File: config.mk
export PLATFORM = sky130hd
export DESIGN_NAME = lz3_unpacker
export DESIGN_NICKNAME = d
export VERILOG_FILES = /design/src/rtl/lz3_pkg.sv /design/src/rtl/lz3_fetch.sv /design/src/rtl/lz3_flags.sv /design/src/rtl/lz3_unpacker.sv
export SDC_FILE = /design/constraint.sdc
export NUM_CORES = 1
export LEC_CHECK = 0
export ABC_CLOCK_PERIOD_IN_PS = 3600
export BUFFER_PORTS_ARGS = -buffer_cell sky130_fd_sc_hd__buf_2
export CORE_ASPECT_RATIO = 0.9
export CORE_UTILIZATION = 36
export CTS_CLUSTER_DIAMETER = 150
export DETAILED_ROUTE_END_ITERATION = 8
export PLACE_DENSITY = 0.54
export SETUP_SLACK_MARGIN = 0.02
export SLEW_MARGIN = 20
export SYNTH_ARGS = -nofsm -noshare
export SYNTH_HDL_FRONTEND = slang
export SYNTH_SLANG_ARGS = --single-unit
File: constraint.sdc
create_clock -name clk -period 3.6 [get_ports clk]
set_clock_uncertainty 0.15 [all_clocks]
set_input_delay 0.54 -clock clk [delete_from_list [all_inputs] [get_ports clk]]
set_output_delay 0.54 -clock clk [all_outputs]
set_load 0.01 [all_outputs]
File: src/rtl/lz3_pkg.sv
package lz3_pkg;

   typedef enum logic [3:0] {
      ST_IDLE,
      ST_HDR,
      ST_TOKEN,
      ST_FLAGS,
      ST_LIT,
      ST_LITW,
      ST_CODE,
      ST_EXT,
      ST_CRD,
      ST_CWR,
      ST_FIN
   } lz3_state_e;

   localparam int HDR_BYTES   = 16;
   localparam int SHORT_BIAS  = 2;
   localparam int LONG_BIAS   = 18;
   localparam int RUN_W       = 9;

endpackage

File: src/rtl/lz3_fetch.sv
module lz3_fetch #(
   parameter int ADDR_W = 16
) (
   input  logic              clk,
   input  logic              rst_n,
   input  logic              req,
   input  logic [ADDR_W-1:0] req_addr,
   input  logic [2:0]        req_nbytes,
   output logic              rd_en,
   output logic [ADDR_W-1:0] rd_addr,
   input  logic [7:0]        rd_data,
   output logic              ack,
   output logic              active,
   output logic [31:0]       value
);

   logic              pend;
   logic [ADDR_W-1:0] ptr;
   logic [2:0]        left;

   always_ff @(posedge clk or negedge rst_n) begin
      if (!rst_n) begin
         active <= 1'b0;
         pend   <= 1'b0;
         ptr    <= '0;
         left   <= '0;
         value  <= '0;
         ack    <= 1'b0;
      end else begin
         ack <= 1'b0;
         if (!active) begin
            if (req) begin
               active <= 1'b1;
               pend   <= 1'b0;
               ptr    <= req_addr;
               left   <= req_nbytes;
               value  <= '0;
            end
         end else if (!pend) begin
            pend <= 1'b1;
            ptr  <= ptr + 1'b1;
         end else begin
            pend  <= 1'b0;
            value <= {value[23:0], rd_data};
            left  <= left - 1'b1;
            if (left == 3'd1) begin
               active <= 1'b0;
               ack    <= 1'b1;
            end
         end
      end
   end

   assign rd_en   = active && !pend;
   assign rd_addr = ptr;

   AST_ACK_SINGLE: assert property (@(posedge clk) disable iff (!rst_n)
      ack |=> !ack);

   AST_NO_REQ_WHILE_ACTIVE: assert property (@(posedge clk) disable iff (!rst_n)
      active |-> !req);

endmodule

File: src/rtl/lz3_flags.sv
module lz3_flags #(
   parameter int FW = 32
) (
   input  logic          clk,
   input  logic          rst_n,
   input  logic          clr,
   input  logic          load,
   input  logic [FW-1:0] word,
   input  logic          take,
   output logic          top_bit,
   output logic          empty
);

   localparam int CNT_W = $clog2(FW + 1);

   logic [FW-1:0]    sreg;
   logic [CNT_W-1:0] cnt;

   always_ff @(posedge clk or negedge rst_n) begin
      if (!rst_n) begin
         sreg <= '0;
         cnt  <= '0;
      end else if (clr) begin
         sreg <= '0;
         cnt  <= '0;
      end else if (load) begin
         sreg <= word;
         cnt  <= CNT_W'(FW);
      end else if (take) begin
         sreg <= {sreg[FW-2:0], 1'b0};
         cnt  <= cnt - 1'b1;
      end
   end

   assign top_bit = sreg[FW-1];
   assign empty   = (cnt == '0);

   AST_TAKE_NONEMPTY: assert property (@(posedge clk) disable iff (!rst_n)
      take |-> !empty);

   AST_LOAD_ONLY_EMPTY: assert property (@(posedge clk) disable iff (!rst_n)
      load |-> (empty && !take));

endmodule

File: src/rtl/lz3_unpacker.sv
module lz3_unpacker
   import lz3_pkg::*;
#(
   parameter int ADDR_W = 16,
   parameter int FLAG_W = 32
) (
   input  logic              clk,
   input  logic              rst_n,
   input  logic              start,
   input  logic [ADDR_W-1:0] src_base,
   input  logic [ADDR_W-1:0] dst_base,
   output logic              busy,
   output logic              done,
   output logic              err,
   output logic              rd_en,
   output logic [ADDR_W-1:0] rd_addr,
   input  logic [7:0]        rd_data,
   output logic              wr_en,
   output logic [ADDR_W-1:0] wr_addr,
   output logic [7:0]        wr_data
);

   localparam int FLAG_BYTES = FLAG_W / 8;

   initial begin
      assert (ADDR_W >= 12 && ADDR_W <= 32)
         else $error("lz3_unpacker: ADDR_W must lie in 12..32");
      assert (FLAG_W == 8 || FLAG_W == 16 || FLAG_W == 32)
         else $error("lz3_unpacker: FLAG_W must be 8, 16 or 32");
   end

   lz3_state_e        state;
   logic [ADDR_W-1:0] src_q, dst_q, end_q;
   logic [ADDR_W-1:0] flag_ptr, code_ptr, byte_ptr, out_ptr, copy_src;
   logic [RUN_W-1:0]  copy_left;
   logic [1:0]        hdr_idx;
   logic [7:0]        hold;
   logic              err_q;

   logic              f_want, f_req, f_ack, f_active;
   logic [ADDR_W-1:0] f_addr;
   logic [2:0]        f_n;
   logic [31:0]       f_value;

   logic              fl_clr, fl_load, fl_take, fl_bit, fl_empty;

   logic [3:0]        code_len;
   logic [11:0]       code_dist;
   logic [ADDR_W:0]   need_back, have_back;
   logic              src_bad;

   always_comb begin
      f_want = 1'b0;
      f_addr = byte_ptr;
      f_n    = 3'd1;
      unique case (state)
         ST_HDR: begin
            f_want = 1'b1;
            f_addr = src_q + ADDR_W'(4) + ADDR_W'({hdr_idx, 2'b00});
            f_n    = 3'd4;
         end
         ST_FLAGS: begin
            f_want = 1'b1;
            f_addr = flag_ptr;
            f_n    = 3'(FLAG_BYTES);
         end
         ST_LIT, ST_EXT: begin
            f_want = 1'b1;
            f_addr = byte_ptr;
         end
         ST_CODE: begin
            f_want = 1'b1;
            f_addr = code_ptr;
            f_n    = 3'd2;
         end
         ST_CRD: begin
            f_want = 1'b1;
            f_addr = copy_src;
         end
         default: ;
      endcase
   end

   assign f_req = f_want && !f_active && !f_ack;

   lz3_fetch #(.ADDR_W(ADDR_W)) u_fetch (
      .clk        (clk),
      .rst_n      (rst_n),
      .req        (f_req),
      .req_addr   (f_addr),
      .req_nbytes (f_n),
      .rd_en      (rd_en),
      .rd_addr    (rd_addr),
      .rd_data    (rd_data),
      .ack        (f_ack),
      .active     (f_active),
      .value      (f_value)
   );

   assign fl_clr  = (state == ST_IDLE) && start;
   assign fl_load = (state == ST_FLAGS) && f_ack;
   assign fl_take = (state == ST_TOKEN) && (out_ptr < end_q) && !fl_empty;

   lz3_flags #(.FW(FLAG_W)) u_flags (
      .clk     (clk),
      .rst_n   (rst_n),
      .clr     (fl_clr),
      .load    (fl_load),
      .word    (f_value[FLAG_W-1:0]),
      .take    (fl_take),
      .top_bit (fl_bit),
      .empty   (fl_empty)
   );

   assign code_len  = f_value[15:12];
   assign code_dist = f_value[11:0];
   assign need_back = {1'b0, ADDR_W'(code_dist)} + 1'b1;
   assign have_back = {1'b0, out_ptr - dst_q};
   assign src_bad   = need_back > have_back;

   always_ff @(posedge clk or negedge rst_n) begin
      if (!rst_n) begin
         state     <= ST_IDLE;
         src_q     <= '0;
         dst_q     <= '0;
         end_q     <= '0;
         flag_ptr  <= '0;
         code_ptr  <= '0;
         byte_ptr  <= '0;
         out_ptr   <= '0;
         copy_src  <= '0;
         copy_left <= '0;
         hdr_idx   <= '0;
         hold      <= '0;
         err_q     <= 1'b0;
      end else begin
         unique case (state)
            ST_IDLE: if (start) begin
               src_q    <= src_base;
               dst_q    <= dst_base;
               out_ptr  <= dst_base;
               flag_ptr <= src_base + ADDR_W'(HDR_BYTES);
               hdr_idx  <= '0;
               err_q    <= 1'b0;
               state    <= ST_HDR;
            end
            ST_HDR: if (f_ack) begin
               hdr_idx <= hdr_idx + 1'b1;
               unique case (hdr_idx)
                  2'd0:    end_q    <= dst_q + f_value[ADDR_W-1:0];
                  2'd1:    code_ptr <= src_q + f_value[ADDR_W-1:0];
                  default: byte_ptr <= src_q + f_value[ADDR_W-1:0];
               endcase
               if (hdr_idx == 2'd2) state <= ST_TOKEN;
            end
            ST_TOKEN: begin
               if (out_ptr >= end_q) state <= ST_FIN;
               else if (fl_empty)    state <= ST_FLAGS;
               else if (fl_bit)      state <= ST_LIT;
               else                  state <= ST_CODE;
            end
            ST_FLAGS: if (f_ack) begin
               flag_ptr <= flag_ptr + ADDR_W'(FLAG_BYTES);
               state    <= ST_TOKEN;
            end
            ST_LIT: if (f_ack) begin
               hold     <= f_value[7:0];
               byte_ptr <= byte_ptr + 1'b1;
               state    <= ST_LITW;
            end
            ST_LITW: begin
               out_ptr <= out_ptr + 1'b1;
               state   <= ST_TOKEN;
            end
            ST_CODE: if (f_ack) begin
               code_ptr <= code_ptr + ADDR_W'(2);
               copy_src <= out_ptr - ADDR_W'(code_dist) - 1'b1;
               if (src_bad) begin
                  err_q <= 1'b1;
                  state <= ST_FIN;
               end else if (code_len != 4'd0) begin
                  copy_left <= RUN_W'(code_len) + RUN_W'(SHORT_BIAS);
                  state     <= ST_CRD;
               end else begin
                  state <= ST_EXT;
               end
            end
            ST_EXT: if (f_ack) begin
               copy_left <= RUN_W'(f_value[7:0]) + RUN_W'(LONG_BIAS);
               byte_ptr  <= byte_ptr + 1'b1;
               state     <= ST_CRD;
            end
            ST_CRD: if (f_ack) begin
               hold     <= f_value[7:0];
               copy_src <= copy_src + 1'b1;
               state    <= ST_CWR;
            end
            ST_CWR: begin
               out_ptr   <= out_ptr + 1'b1;
               copy_left <= copy_left - 1'b1;
               state     <= (copy_left == RUN_W'(1)) ? ST_TOKEN : ST_CRD;
            end
            default: state <= ST_IDLE;
         endcase
      end
   end

   assign busy    = (state != ST_IDLE);
   assign done    = (state == ST_FIN);
   assign err     = err_q;
   assign wr_en   = (state == ST_LITW) || (state == ST_CWR);
   assign wr_addr = out_ptr;
   assign wr_data = hold;

   AST_NO_RW_CLASH: assert property (@(posedge clk) disable iff (!rst_n)
      !(rd_en && wr_en));

   AST_WR_ABOVE_BASE: assert property (@(posedge clk) disable iff (!rst_n)
      wr_en |-> (wr_addr >= dst_q));

   AST_COPY_BEHIND: assert property (@(posedge clk) disable iff (!rst_n)
      (state == ST_CRD && rd_en) |-> (rd_addr < out_ptr));

   AST_DONE_PULSE: assert property (@(posedge clk) disable iff (!rst_n)
      done |=> (!done && !busy));

   AST_START_BUSY: assert property (@(posedge clk) disable iff (!rst_n)
      (start && !busy) |=> busy);

   AST_ERR_ENDS: assert property (@(posedge clk) disable iff (!rst_n)
      $rose(err) |-> done);

endmodule

==> flow_summary.json, run 1 <==
{
  "status": "complete, but fails checks",
  "violations": "setup timing",
  "firstDrtPassIters": 5,
  "power_w": 0.0200,
  "path_clk_slew_ps": 60,
  "nets": 2252,
  "cts_tree": "done",
  "drt-total-wl_um": 55800,
  "port_buffers": 87,
  "design.core.area_um2": 44600,
  "whs_ps": 14.2,
  "worst_slew_pin_slew_ps": 865,
  "synthArstFlopShare": 1.00,
  "place_area_um2": 18200,
  "synth_common_cells": "nand2_1 (277), dfrtp_1 (244), o21ai_0 (187)",
  "rsz0062_at_grt": "yes",
  "top_regs": "u_fetch.value: 32 flops, u_flags.sreg: 32 flops",
  "grt_pass1_vias": 14720,
  "post-place-cells": 2650,
  "io_pins": 88,
  "drv_slew": 0,
  "synth_cells": 1944,
  "worst_slack_ps": -442,
  "fin_cells": 2720,
  "via_per_inst": 5.66,
  "fillerInstances": 4543,
  "clk_path_buf_depth": 3,
  "finalSetupViolCount": 14,
  "ir_drop_mv": 0.433,
  "antenna_found_initial": 0,
  "hold_path_class": "in2reg",
  "floorplan.rows": 73,
  "area_growth_pct": 18.7,
  "synth_flop_cell": "dfrtp_1",
  "leakagePower_nw": 8.79,
  "antenna_cells": 0,
  "place_congestion": 0.970,
  "slew_headroom": 0.421,
  "endpoint_kind": "register",
  "cts.sinks": 244,
  "synthesis.area_um2": 16400,
  "synth.most_common_cell": "nand2_1",
  "synth_edf_count": 0,
  "power_density_nw_per_um2": 1030,
  "yosys-top-cells-area": "dfrtp_1 (37%), ha_1 (8.2%), nand2_1 (6.3%)",
  "finish.instance_area_um2": 19500,
  "finalSetupTns_ps": -4510,
  "synth.ff_latch_count": 244,
  "worstPathArrival_ps": 4370,
  "whs_path_depth": 3,
  "yosys_warnings": 0,
  "via_count": 15400,
  "max_freq_ghz": 0.247,
  "yosysTopAreaCell": "dfrtp_1",
  "min_period_ps": 4040,
  "grt_max_degree": 67,
  "drt_iter0_drc": 1317,
  "drtAntennaViolNets": 0,
  "yosysSeqAreaShare": 0.372,
  "clk_latency_ps": 590,
  "wl_per_cell_um": 20.5,
  "critPathKind": "reg2reg",
  "grt_pass1_wl_um": 86600,
  "netlist-cell-type-count": 83,
  "drc_errors": 0,
  "h-tree-depth": 1,
  "die_w_um": 227,
  "post-route-period-util": 1.12,
  "start_util": 0.368,
  "drive_above_1_share": 0.150,
  "hpwl_um": 41600,
  "synth_top_area_share": 0.372,
  "cts_made_buffers": 30,
  "avgSynthCellArea_um2": 8.44,
  "startpoint_type": "register",
  "die_h_um": 205,
  "drv_cap": 0,
  "final-hold-violation-count": 0,
  "dieArea_um2": 46400,
  "path_max_fanout": 4,
  "syn_nets": 2100,
  "worstPathRequired_ps": 3920,
  "track_usage": 0.242,
  "r2r_cells": 20,
  "cts_root_buffer": "clkbuf_16",
  "globalRouteOverflowTotal": 0
}
final timing paths:
kind,from,endpoint,slack [ps]
min in group asynchronous,rst_n,copy_src[14],380
worst min-delay path,rd_data[1],u_fetch.value[1],10
worst max register to register,wr_addr[0],copy_left[4],-440
max in group asynchronous,rst_n,u_fetch.value[2],2000
worst max-delay path,wr_addr[0],copy_left[4],-440
worst min register to register,end_q[3],end_q[3],330
stage by stage:
stage | utilization | setup WS, ps
CTS | 0.435 | -369
floorplan | - | -188
global route | 0.437 | -638
global placement | 0.407 | -391
detailed placement | 0.407 | -421
finish | 0.437 | -442
critical path: stages, from the launching register on:
cell and delay, ps:
dfrtp_2 400, inv_2 80, ha_4 130, inv_2 30, fa_2 370, a211oi_4 280, o21bai_1 110, a21oi_2 180
o21bai_1 90, a21oi_2 130, xor2_1 80, ha_1 320, nand3_2 70, or2_1 220, a21o_1 200, a221oi_4 310
o211a_4 220, a21oi_4 80, buf_4 150, buf_6 100, a22o_1 210
where the power goes:
group	leakage (nW)	switching, W	internal, W	total (W)
Combinational	5.12	0.00709	0.00478	0.0119
Clock	0.523	0.00126	0.00203	0.00330
Sequential	3.15	0.00112	0.00368	0.00480
Total	8.79	0.00947	0.0105	0.0200
final cells by class:
type,count,area (µm²),share of cell area
clock buffer,44,875,0.0449
clock inverter,12,195,0.0100
inverter,78,293,0.0150
multi-input combinational,1539,9870,0.507
sequential,244,6110,0.314
tap,600,751,0.0386
timing repair buffer,203,1380,0.0709
timing repair:
| item | in CTS | in global routing |
|---|---|---|
| hold buffers | 4 | 0 |
| cloned | 1 | 0 |
| gates resized for setup | 15 | 10 |
| hold endpoints to repair | 59 | 0 |
| setup endpoints to repair | 14 | 15 |
| setup buffers | 6 | 3 |
| pin swaps | 9 | 18 |
cell usage in the layout, fill, tap and decap left out, types with 9 or more instances in the layout:
cell	instances
a211oi_1	21
a21oi_1	140
or3_1	14
mux2i_1	42
and3_1	31
clkbuf_16	31
ha_1	107
dfrtp_1	242
a22oi_1	27
nand2_1	275
inv_1	75
nor2b_1	15
nand4_1	27
o211ai_1	9
o22ai_1	38
buf_4	107
xnor2_1	55
a22o_1	20
or2_2	12
buf_2	86
nor2_1	139
o21ai_1	10
a21o_1	23
nand2b_1	19
a31oi_1	23
nor3_1	35
o21a_1	12
xor2_1	41
nand3_1	70
o21ai_0	178
logic make-up after synthesis:
logic type	Yosys count	synth area share
and+or+nand+nor	686	0.192
AOI/OAI and AO/OA	594	0.227
DFF	244	0.372
buffers and inverters	162	0.0383
adders and majority gates	113	0.0884
xor gates and xnor gates	96	0.0512
muxes	49	0.0307
layer usage:
| metal | GRT usage | wire [µm] |
|---|---|---|
| met5 | 0 | 0 |
| met4 | 0.0760 | 1740 |
| met3 | 0.0307 | 3210 |
| met2 | 0.371 | 24600 |
| met1 | 0.353 | 26300 |
Note: power is estimated with default switching activity, not from simulation.
==> run 2, diff against run 1 <==
--- a/config.mk
+++ b/config.mk
@@ -11,6 +11,7 @@
 export CORE_UTILIZATION = 36
 export CTS_CLUSTER_DIAMETER = 150
 export DETAILED_ROUTE_END_ITERATION = 8
+export HOLD_SLACK_MARGIN = 0.03
 export PLACE_DENSITY = 0.54
 export SETUP_SLACK_MARGIN = 0.02
 export SLEW_MARGIN = 20
==> flow_summary.json, run 2 (synthesis gave the netlist of run 1 again) <==
{
  "status": "complete, but fails checks",
  "violations": "setup timing",
  "drc_errors": 0,
  "whs_ps": 51.0,
  "finalSetupTns_ps": -4440,
  "drt-total-wl_um": 55800,
  "endpoint_kind": "register",
  "hold_path_class": "in2reg",
  "critPathKind": "reg2reg",
  "port_buffers": 87,
  "globalRouteOverflowTotal": 0,
  "worstPathArrival_ps": 4350,
  "min_period_ps": 4030,
  "die_w_um": 227,
  "path_buf_inv": 4,
  "drive_above_1_share": 0.149,
  "place_congestion": 0.970,
  "drv_slew": 0,
  "grt_pass1_wl_um": 86800,
  "drv_cap": 0,
  "final_common_cell": "nand2_1",
  "antenna_cells": 0,
  "design.core.area_um2": 44600,
  "r2r_cells": 20,
  "cpPeakStageDelay_ps": 400,
  "via_per_inst": 5.65,
  "io_pins": 88,
  "path_clk_slew_ps": 60,
  "leakagePower_nw": 8.85,
  "nets": 2266,
  "startpoint_type": "register",
  "path_delay_family": "compound AO/OA/AOI/OAI gates",
  "drt_iter0_drc": 1389,
  "grt_pass1_vias": 14780,
  "max_freq_ghz": 0.248,
  "finish.utilization": 0.440,
  "wl_per_cell_um": 20.4,
  "cts_root_buffer": "clkbuf_16",
  "r2r-end": "copy_left[4]",
  "final-hold-violation-count": 0,
  "cts.sinks": 244,
  "track_usage": 0.243,
  "firstDrtPassIters": 5,
  "via_count": 15437,
  "area_growth_pct": 19.5,
  "worstSetupStartpoint": "wr_addr[0]",
  "r2r_start": "wr_addr[0]",
  "cts_made_buffers": 30,
  "reg2reg_setup_slack_ps": -430,
  "rsz0062_at_grt": "yes",
  "clk_path_buf_depth": 3,
  "finalSetupViolCount": 14,
  "clk_latency_ps": 580,
  "die_h_um": 205,
  "power_density_nw_per_um2": 1020,
  "worstPathRequired_ps": 3920,
  "place_area_um2": 18200,
  "hpwl_um": 41600,
  "whs_endpoint": "dst_q[9]",
  "final_cell_mix": "nand2_1 (275), dfrtp_1 (242), o21ai_0 (178)",
  "top_regs": "u_fetch.value: 32 flops, u_flags.sreg: 32 flops",
  "path_depth": 20,
  "start_util": 0.368,
  "grt_max_degree": 67,
  "ir_drop_mv": 0.430,
  "worst_slack_ps": -431,
  "floorplan.rows": 73,
  "antenna_found_initial": 0,
  "place_ws_ps": -421,
  "whs_path_depth": 3,
  "path_max_fanout": 4,
  "drtAntennaViolNets": 0,
  "crit_chain": "inv_2 -> ha_4 -> inv_2 -> fa_2 -> a211oi_4 -> o21bai_1 -> a21oi_2 -> o21bai_1 -> a21oi_2 -> xor2_1 -> ha_1 -> nand3_2 -> or2_1 -> a21o_1 -> a221oi_4 -> o211a_4 -> a21oi_4 -> buf_4 -> buf_6 -> a22o_1",
  "finish.instance_area_um2": 19600,
  "h-tree-depth": 1,
  "dieArea_um2": 46400,
  "slew_headroom": 0.428,
  "post-route-period-util": 1.12,
  "cts_tree": "done",
  "crit_path_top_delay_cell": "dfrtp_2",
  "worst_slew_pin_slew_ps": 855,
  "worstHoldStart": "dst_base[9]"
}
-- run 2: metrics by stage --
stage	cells	power (W)
after CTS	2731	0.0198
after detailed placement	2650	0.0160
final	2734	0.0200
after global routing	2734	0.0214
after floorplan	1944	0.0119
after global placement	2650	0.0158
-- run 2: repair_timing --
action,CTS,global route
gates resized for setup,15,10
gates cloned,1,0
hold buffers,18,0
setup buffers,6,3
setup endpoints to repair,14,15
hold endpoints to repair,73,0
pin swaps,9,18
-- run 2: power breakdown --
part	switching (W)	internal [W]
sequential	0.00111	0.00368
combinational	0.00708	0.00479
clock	0.00126	0.00203
-- run 2: routing by layer --
| metal | part of all wire | global-route usage | vias up |
|---|---|---|---|
| met5 | 0 | 0 | - |
| met4 | 0.032 | 0.0760 | 0 |
| met3 | 0.063 | 0.0308 | 87 |
| met2 | 0.44 | 0.373 | 509 |
| met1 | 0.46 | 0.353 | 7437 |
| li1 | - | - | 7404 |
-- run 2: area by class of cell --
cell class | count | area, µm²
well taps | 600 | 751
fillers | 4537 | 25000
inverters | 78 | 293
clock inverters | 12 | 195
clock buffers | 44 | 875
multi-input cells | 1539 | 9870
flip-flops and latches | 244 | 6110
repair buffers | 217 | 1520
-- run 2: how the worst max path moves through the flow --
stage | end | slack [ps]
global placement | copy_left[2] | -390
CTS | copy_left[2] | -370
floorplan | copy_left[2] | -190
global route | copy_left[4] | -640
finish | copy_left[4] | -430
detailed placement | copy_left[2] | -420
-- run 2: tightest hold or removal path: cells and delay by family --
family / cells / cell delay (ps)
AOI/OAI and AO/OA: 1 / 60
buffers and inverters: 1 / 90
and+or+nand+nor: 1 / 50
